File: src/rtl/smbus_seq.sv
module smbus_seq #(
  parameter int DEPTH = 32,
  parameter int TMO = 1000,
  localparam int AW = $clog2(DEPTH),
  localparam int LW = $clog2(DEPTH + 1),
  localparam int TW = $clog2(TMO + 1)
) (
  input  logic          clk,
  input  logic          rst_n,
  input  logic          req_go,
  input  logic [6:0]    req_addr,
  input  logic          req_rd,
  input  logic [7:0]    req_cmd,
  input  logic [2:0]    req_kind,
  input  logic [LW-1:0] req_len,
  output logic          busy,
  output logic          done,
  output logic [1:0]    result,
  output logic          reset_req,
  input  logic          hb_we,
  input  logic [AW-1:0] hb_waddr,
  input  logic [7:0]    hb_wdata,
  input  logic [AW-1:0] hb_raddr,
  output logic [7:0]    hb_rdata,
  output logic          e_start,
  output logic          e_stop,
  output logic          e_clr,
  output logic          e_tx,
  output logic [7:0]    e_txd,
  output logic          e_nack,
  input  logic [7:0]    e_rxd,
  input  logic          e_ready,
  input  logic          e_buserr,
  input  logic          e_negack,
  input  logic          e_master
);
  typedef enum logic [2:0] {S_IDLE, S_ADDR, S_CMD, S_REP, S_QUICK, S_READ, S_WRITE} st_t;
  localparam logic [1:0] RES_OK = 2'd0, RES_NODEV = 2'd1, RES_IOERR = 2'd2, RES_BAD = 2'd3;

  st_t           st;
  logic [7:0]    abyte, cmd_q;
  logic          byte_kind;
  logic [LW-1:0] rem, n;
  logic [AW-1:0] ptr;
  logic [TW-1:0] tmr;
  logic [7:0]    mem [DEPTH];
  logic          bad, ev, ev_ok, take;

  assign busy     = (st != S_IDLE);
  assign hb_rdata = mem[hb_raddr];
  assign ev       = e_ready | e_buserr | e_negack;
  assign ev_ok    = busy && ev && !e_buserr && e_master && !e_negack;
  assign take     = ev_ok && (st == S_READ);

  always_comb begin
    n   = '0;
    bad = 1'b0;
    case (req_kind)
      3'd0:       n = '0;
      3'd1, 3'd2: n = LW'(1);
      3'd3:       n = LW'(2);
      3'd4: begin
        n   = req_len;
        bad = (req_len == '0) || (req_len > LW'(DEPTH));
      end
      default:    bad = 1'b1;
    endcase
    if (req_rd && n == '0) bad = 1'b1;
  end

  always_ff @(posedge clk)
    if (take) mem[ptr] <= e_rxd;
    else if (hb_we) mem[hb_waddr] <= hb_wdata;

  always_ff @(posedge clk or negedge rst_n) begin
    if (!rst_n) begin
      st <= S_IDLE; result <= RES_OK; done <= 1'b0; reset_req <= 1'b0;
      e_start <= 1'b0; e_stop <= 1'b0; e_clr <= 1'b0; e_tx <= 1'b0;
      e_txd <= '0; e_nack <= 1'b0;
      abyte <= '0; cmd_q <= '0; byte_kind <= 1'b0; rem <= '0; ptr <= '0; tmr <= '0;
    end else begin
      done <= 1'b0; reset_req <= 1'b0;
      e_start <= 1'b0; e_stop <= 1'b0; e_clr <= 1'b0; e_tx <= 1'b0;
      if (st == S_IDLE) begin
        if (req_go) begin
          if (bad) begin
            done <= 1'b1; result <= RES_BAD;
          end else begin
            abyte <= {req_addr, req_rd}; cmd_q <= req_cmd;
            byte_kind <= (req_kind == 3'd1);
            rem <= n; ptr <= '0; tmr <= '0; e_nack <= 1'b0; e_start <= 1'b1;
            st <= (req_kind <= 3'd1) ? S_QUICK : S_ADDR;
          end
        end
      end else if (ev) begin
        tmr <= '0;
        if (e_buserr || !e_master) begin
          st <= S_IDLE; done <= 1'b1; result <= RES_IOERR; reset_req <= 1'b1;
        end else if (e_negack) begin
          st <= S_IDLE; done <= 1'b1; result <= RES_NODEV; e_stop <= 1'b1; e_clr <= 1'b1;
        end else begin
          case (st)
            S_ADDR: begin
              e_tx <= 1'b1; e_txd <= {abyte[7:1], 1'b0}; st <= S_CMD;
            end
            S_CMD: begin
              e_tx <= 1'b1; e_txd <= cmd_q; st <= abyte[0] ? S_REP : S_WRITE;
            end
            S_REP, S_QUICK: begin
              e_start <= (st == S_REP);
              e_tx <= 1'b1; e_txd <= abyte;
              if (abyte[0]) begin
                e_nack <= (rem == LW'(1)); st <= S_READ;
              end else st <= S_WRITE;
            end
            S_READ: begin
              e_nack <= (rem == LW'(2));
              ptr <= ptr + 1'b1; rem <= rem - 1'b1;
              if (rem == LW'(1)) begin
                st <= S_IDLE; done <= 1'b1; result <= RES_OK; e_stop <= 1'b1;
              end
            end
            S_WRITE: begin
              if (rem == '0) begin
                st <= S_IDLE; done <= 1'b1; result <= RES_OK; e_stop <= 1'b1;
              end else begin
                e_tx <= 1'b1; e_txd <= byte_kind ? cmd_q : mem[ptr];
                ptr <= ptr + 1'b1; rem <= rem - 1'b1;
              end
            end
            default: st <= S_IDLE;
          endcase
        end
      end else if (tmr == TW'(TMO - 1)) begin
        st <= S_IDLE; done <= 1'b1; result <= RES_IOERR; reset_req <= 1'b1;
      end else begin
        tmr <= tmr + 1'b1;
      end
    end
  end
endmodule

File: config.mk
export PLATFORM = sky130hd
export DESIGN_NAME = smbus_seq
export DESIGN_NICKNAME = d
export VERILOG_FILES = /design/src/rtl/smbus_seq.sv
export SDC_FILE = /design/constraint.sdc
export NUM_CORES = 1
export LEC_CHECK = 0
export BUFFER_PORTS_ARGS = -buffer_cell sky130_fd_sc_hd__buf_2
export CAP_MARGIN = 20
export CORE_MARGIN = 8
export CORE_UTILIZATION = 60
export CTS_CLUSTER_DIAMETER = 60
export DETAILED_ROUTE_END_ITERATION = 10
export PLACE_DENSITY = 0.79
export REMOVE_ABC_BUFFERS = 1
export SLEW_MARGIN = 20
export SYNTH_ARGS = -nofsm -noshare
export SYNTH_HDL_FRONTEND = slang
export SYNTH_SLANG_ARGS = --single-unit
File: constraint.sdc
create_clock -name clk -period 2.9 [get_ports clk]
set_input_delay 0 -clock clk [delete_from_list [all_inputs] [get_ports clk]]
set_output_delay 0 -clock clk [all_outputs]
set_load 0.03 [all_outputs]
==> metrics, run 1 <==
status=finished clean; EDFF count, synth=256; Num CTS Buffers=31; Inst Count DP=1,350; Distinct cells, synth=65; Mapped Cells=945; first-pass GRT wire length=64,100 um; Pleak=6.14 nW; Routed Antenna Nets=0; Fmax achieved=0.366 GHz; IO Count=85; Post-Syn Area=15,300 um2; Overflow after GRT=0; ys flop type=edfxtp_1; post-synthesis area per instance=16.2 um2; r2r endpoint=mem[24][3]$_DFFE_PP_; Worst EP required=3.10 ns; RSZ-0062 raised after global routing=no; CP delay by family, top=simple AND/OR/NAND/NOR gates; Area Overhead vs Synth=15.7%; setup violators final=0; Worst Path Arrival=2.94 ns; initial antenna violation count=1; WHS=0.0702 ns; post_cts resized=0; htree depth=1; max-cap violations=0; most common cell after layout, fill and taps aside=edfxtp_1; Setup crit start kind=flop; die area=30,900 um2; CP max stage cell=nor2_1; GR Util All Layers=27.3%; Placeable Area=25,200 um2; Power Total=12.8 mW; Layout fillers=1,507; complex-gate fraction of the synthesized area=6.33%; clock latency on the worst-skew pair=0.58 ns; Initial DRC Count=1,496; DRT Pass-1 Iters=7; sequential-to-total area share from yosys stat=59.6%; leading cell types in the layout, fill and taps excluded=256 x edfxtp_1, 144 x mux4_2, 83 x buf_2; CP max FO=12; Worst-path clk slew=0.07 ns; sink count of the clock tree=314; vias in the first global route=10.1k; crit-path cells=and3b_1 > a21oi_2 > a31oi_1 > nor2_1; Rows=58; synth warn=0; wire per inst=28.7 um; Slew @ Worst Pin=0.969 ns; mux cell area share after synthesis=23.9%; PwrDens=720 nW/um2; I/O Buffers=84; stages on the worst setup path=4; final hold vios=0; Final period util=94.2%; DRC viols=0; FF-to-FF path depth=4; Max clock buf depth=3; CTS tree=built; DR vias=10.1k; critical path endpoint category=flop; worst hold path class=in -> async; Die Width=176 um; Max stage delay on crit path=0.73 ns; Slew Limit Fails=0; CP Capture Point=mem[24][3]$_DFFE_PP_; XOR/XNOR share of the synthesized area=0.114%; crit path kind=reg -> reg; worst relative slew slack=35.1%; main combinational cell family by area after synthesis=multiplexers; share of cells above drive strength 1=32.9%; cell taking the most area after synthesis=edfxtp_1; clk_skew=0.0159 ns; placer congestion estimate=0.887; CP bufs+invs=0; Simple-Gate Fraction of Synth Area=7.23%; root buf cell=clkbuf_16; share of Yosys cell area claimed by the top area cell type=50.1%; r2r setup slk=0.17 ns; Post-synth ARST share=18.5%; crit path from=st[1]$_DFFE_PN0P_; Peak VDD IR=0.605 mV; antenna diode count=0; flops & latches, synth=314; Die Y=176 um; pin count of the biggest net entering global routing=65; post-detailed-placement half-perimeter wirelength=27,600 um; WL final=41,500 um; Tmin final=2.73 ns; Initial Util=60.9%; Vias/cell=7.02; FF-to-FF Start=st[1]$_DFFE_PN0P_; ranking of synthesized cells by area=edfxtp_1 50%, mux4_2 21%, dfrtp_1 9.5%, mux2_2 2.1%, nor2_1 1.7%; Final Non-Filler Cells=1,444; number of nets in the layout=1,155; adder-cell area share of the yosys netlist=0.489%
[per-stage QoR]
step	setup TNS (ns)	setup WS (ns)	util [%]	cell area [um2]
finish	0	0.168	70.5	17800
global route	0	0.0798	70.5	17800
CTS	0	0.216	70.5	17700
detailed placement	0	0.281	64.9	16300
global placement	0	0.357	64.9	16300
floorplan	-316.25	-1.32	-	15000
[metal layers]
layer,vias up,wire length (um),track usage [%],part of all wire (%)
li1,4178,-,-,-
met2,731,19200,41.7,46
met1,5116,15800,38.1,38
met5,-,10,0,0.024
met3,115,4930,6.55,12
met4,2,1510,10.0,3.6
[cell type report]
type / count / area (um2) / area share, %
Sequential cell: 314 / 9150 / 51.5
Multi-Input combinational cell: 555 / 5850 / 33.0
Timing Repair Buffer: 175 / 1260 / 7.10
Clock buffer: 37 / 798 / 4.50
Tap cell: 330 / 413 / 2.33
Clock inverter: 20 / 236 / 1.33
Inverter: 13 / 48.8 / 0.275
[registers in the layout, indices dropped and copies added, names as in the netlist]
register   flops
byte_kind      1
tmr           10
mem          256
e_clr          1
result         2
rem            6
abyte          8
ptr            5
e_txd          8
cmd_q          8
st             3
e_nack         1
e_tx           1
reset_req      1
e_start        1
done           1
e_stop         1
[how the worst min path moves through the flow]
stage                startpoint              endpoint  cells past startpoint
floorplan                 rst_n  abyte[0]$_DFFE_PN0P_                      0
detailed placement        rst_n    rem[4]$_DFFE_PN0P_                      1
global placement          rst_n    rem[4]$_DFFE_PN0P_                      1
finish                    rst_n     st[2]$_DFFE_PN0P_                      2
global route           e_rxd[5]  mem[17][5]$_DFFE_PP_                      4
CTS                 req_kind[1]    rem[0]$_DFFE_PN0P_                      4
[logic make-up after synthesis]
kind of cell / count (synthesis)
xor+xnor: 2
fa+ha+maj: 6
flops: 314
compound gates: 140
simple gates: 224
buf+inv: 76
mux: 183
[synth_stat cells, types with 7 or more instances]
master and count:
edfxtp_1 256, mux4_2 144, nor2_1 69, dfrtp_1 58
nand2_1 57, o21ai_0 30, mux2_2 29, clkbuf_1 25
a21oi_1 18, a31oi_1 17, nand3_1 17, a22oi_1 15
buf_2 15, nor3_1 14, inv_1 13, nor2b_1 11
buf_1 10, buf_4 10, mux2i_1 10, and3_1 9
o31ai_1 9, nor3b_1 7, o22ai_1 7
[what timing repair did]
action | 4_1_cts | 5_1_grt
hold buffers | 37 | 0
buffers inserted | 0 | 0
endpoints found under the hold margin | 66 | 0
[report_power, final]
part | switching, mW | internal, mW | total (mW)
Clock | 1.69 | 2.41 | 4.10
Sequential | 0.338 | 5.24 | 5.57
Combinational | 1.77 | 1.34 | 3.11
(Power assumes the default switching activity.)
==> run 2: changes to the inputs <==
- HOLD_SLACK_MARGIN: unset -> 0.12
- PLACE_DENSITY: 0.79 -> unset
- PLACE_DENSITY_LB_ADDON: unset -> 0.3
==> run 2 against run 1 <==
Register-to-register slack better by 0.09 ns. Final area is 1.3% higher. First-iteration DRC count is 5.4% higher. Sequential share of layout area is 0.68 points lower.
==> metrics, run 2 (synthesis results as in run 1) <==
status=finished clean; placer congestion estimate=0.948 (+6.9%); Biggest register=mem; Placed Area=16,500 um2 (+0.84%); DR vias=10.4k (+2.3%); vias in the first global route=10.4k (+2.1%); WL final=43,000 um (+3.6%); setup violators final=0 (unchanged); max-cap violations=0 (unchanged); initial antenna violation count=3 (+2); Inst Count DP=1,365 (+1.1%); IO Count=85 (unchanged); Tmin final=2.65 ns (-0.0856 ns); Area Overhead vs Synth=17.2%; DRT Pass-1 Iters=6 (-1); Power Total=12.8 mW (-0.13%); post-layout instance area=18,000 um2 (+1.3%); Layout fillers=1,522 (+1.0%); Final Non-Filler Cells=1,470 (+1.8%); first-pass GRT wire length=65,300 um (+1.9%); Worst-path clk slew=0.06 ns (about the same); setup TNS=0 ns (unchanged); Routed Antenna Nets=0 (unchanged); CP max FO=32 (+20); post_cts resized=0 (unchanged); clk_skew=0.0261 ns (+0.0102 ns); antenna diode count=0 (unchanged); Slew Limit Fails=0 (unchanged); Pleak=6.27 nW (+2.1%); Die Y=176 um (unchanged); crit path kind=reg -> reg; sink count of the clock tree=314 (unchanged); Num CTS Buffers=34 (+9.7%); post-detailed-placement half-perimeter wirelength=28,300 um (+2.4%); leading cell types in the layout, fill and taps excluded=256 x edfxtp_1, 144 x mux4_2, 83 x buf_2; FF+latch area=9150 um2 (unchanged); biggest regs=mem (256), tmr (10); GR Util All Layers=28.2% (+0.90 points); DRC viols=0 (unchanged); number of nets in the layout=1,183 (+2.4%); Setup crit start kind=flop; I/O Buffers=84 (unchanged); Placeable Area=25,200 um2 (unchanged); Initial DRC Count=1,577 (+5.4%); Max clock buf depth=3 (unchanged); Worst Path Arrival=2.93 ns (about the same); Peak VDD IR=0.516 mV (-15%); CTS tree=built; worst hold path class=in -> reg; post-layout util=71.4% (+0.94 points); Vias/cell=7.06 (+0.47%); RSZ-0062 raised after global routing=no; footprint of the multi-input gates=5840 um2 (-0.11%); clock latency on the worst-skew pair=0.53 ns (-0.05 ns); Overflow after GRT=0 (unchanged); Die Width=176 um (unchanged); wire per inst=29.2 um (+1.8%); max reg flops=256 (unchanged); most common cell after layout, fill and taps aside=edfxtp_1; share of cells above drive strength 1=34.1% (+1.2 points); root buf cell=clkbuf_16; worst relative slew slack=38.5% (+3.4 points); Rows=58 (unchanged); die area=30,900 um2 (unchanged); Fmax achieved=0.378 GHz (+3.2%); Initial Util=60.9% (unchanged); htree depth=2 (+1); PwrDens=710 nW/um2 (-1.5%); Worst EP required=3.18 ns (+0.08 ns); final hold vios=0 (unchanged); Slew @ Worst Pin=0.920 ns (-0.0495 ns); Final period util=91.2% (-3.0 points); pin count of the biggest net entering global routing=53 (-18%); critical path endpoint category=flop
## run 2: cell count changes in the layout (fill, tap and decap cells not counted), moves of 2 or more
cell           delta
buf_4            +13
clkinv_4          +2
clkinv_1          -4
bufinv_16         -4
dlygate4sd3_1     +9
clkinvlp_4        +3
clkbuf_1          -2
clkbuf_16         +3
buf_12            +3
## run 2: per-stage QoR
stage / worst slack (ns) / hold WS [ns]
after detailed placement: 0.374 / 0.0248
after global routing: 0.0435 / 0.158
after floorplan: -1.32 / -0.296
final: 0.254 / 0.146
after global placement: 0.399 / 0.0181
after CTS: 0.327 / 0.120
## run 2: power breakdown
part           switching (mW)  total (mW)  internal, mW  leakage, nW
clock                    1.78        4.06          2.28        0.504
sequential              0.333        5.57          5.23         3.05
combinational            1.79        3.14          1.36         2.71
total                    3.90        12.8          8.88         6.27
## run 2: repair_timing
item	CTS	global route
endpoints found under the hold margin	175	0
setup endpoints to repair	0	0
hold buffers	47	0
setup buffers	0	0
## run 2: cell type report
cell class,instances,area share [%]
sequential,314,50.8
multi-input combinational,555,32.5
timing repair buffer,200,8.39
clock buffer,39,4.89
tap,330,2.30
clock inverter,19,0.842
inverter,13,0.271
## run 2: metal layers
metal / part of all wire (%) / global-route usage [%] / vias up
met1: 36 / 37.3 / 5184
met3: 12 / 6.94 / 128
met5: 0.093 / 0 / -
met4: 4.0 / 11.0 / 6
met2: 47 / 44.8 / 813
li1: - / - / 4242
## run 2: final timing paths
| kind | from | to | slack (ns) | cells after the start |
|---|---|---|---|---|
| setup / recovery | st[2]$_DFFE_PN0P_ | mem[14][6]$_DFFE_PP_ | 0.25 | 7 |
| hold / removal | e_rxd[2] | mem[27][2]$_DFFE_PP_ | 0.15 | 4 |
| setup reg to reg | st[2]$_DFFE_PN0P_ | mem[14][6]$_DFFE_PP_ | 0.25 | 7 |
| hold reg to reg | cmd_q[6]$_DFFE_PN0P_ | cmd_q[6]$_DFFE_PN0P_ | 0.51 | 1 |
| max in group asynchronous | rst_n | e_txd[2]$_DFFE_PN0P_ | 1.86 | 4 |
| min in group asynchronous | rst_n | result[1]$_DFFE_PN0P_ | 0.56 | 4 |
## run 2: critical path: stages, from the launching register on
cell and delay (ns):
dfrtp_1 0.41, and3b_1 0.20, a21oi_2 0.49, buf_4 0.27, nand2_1 0.06, nand2_1 0.05, dlygate4sd3_1 0.55, buf_4 0.34
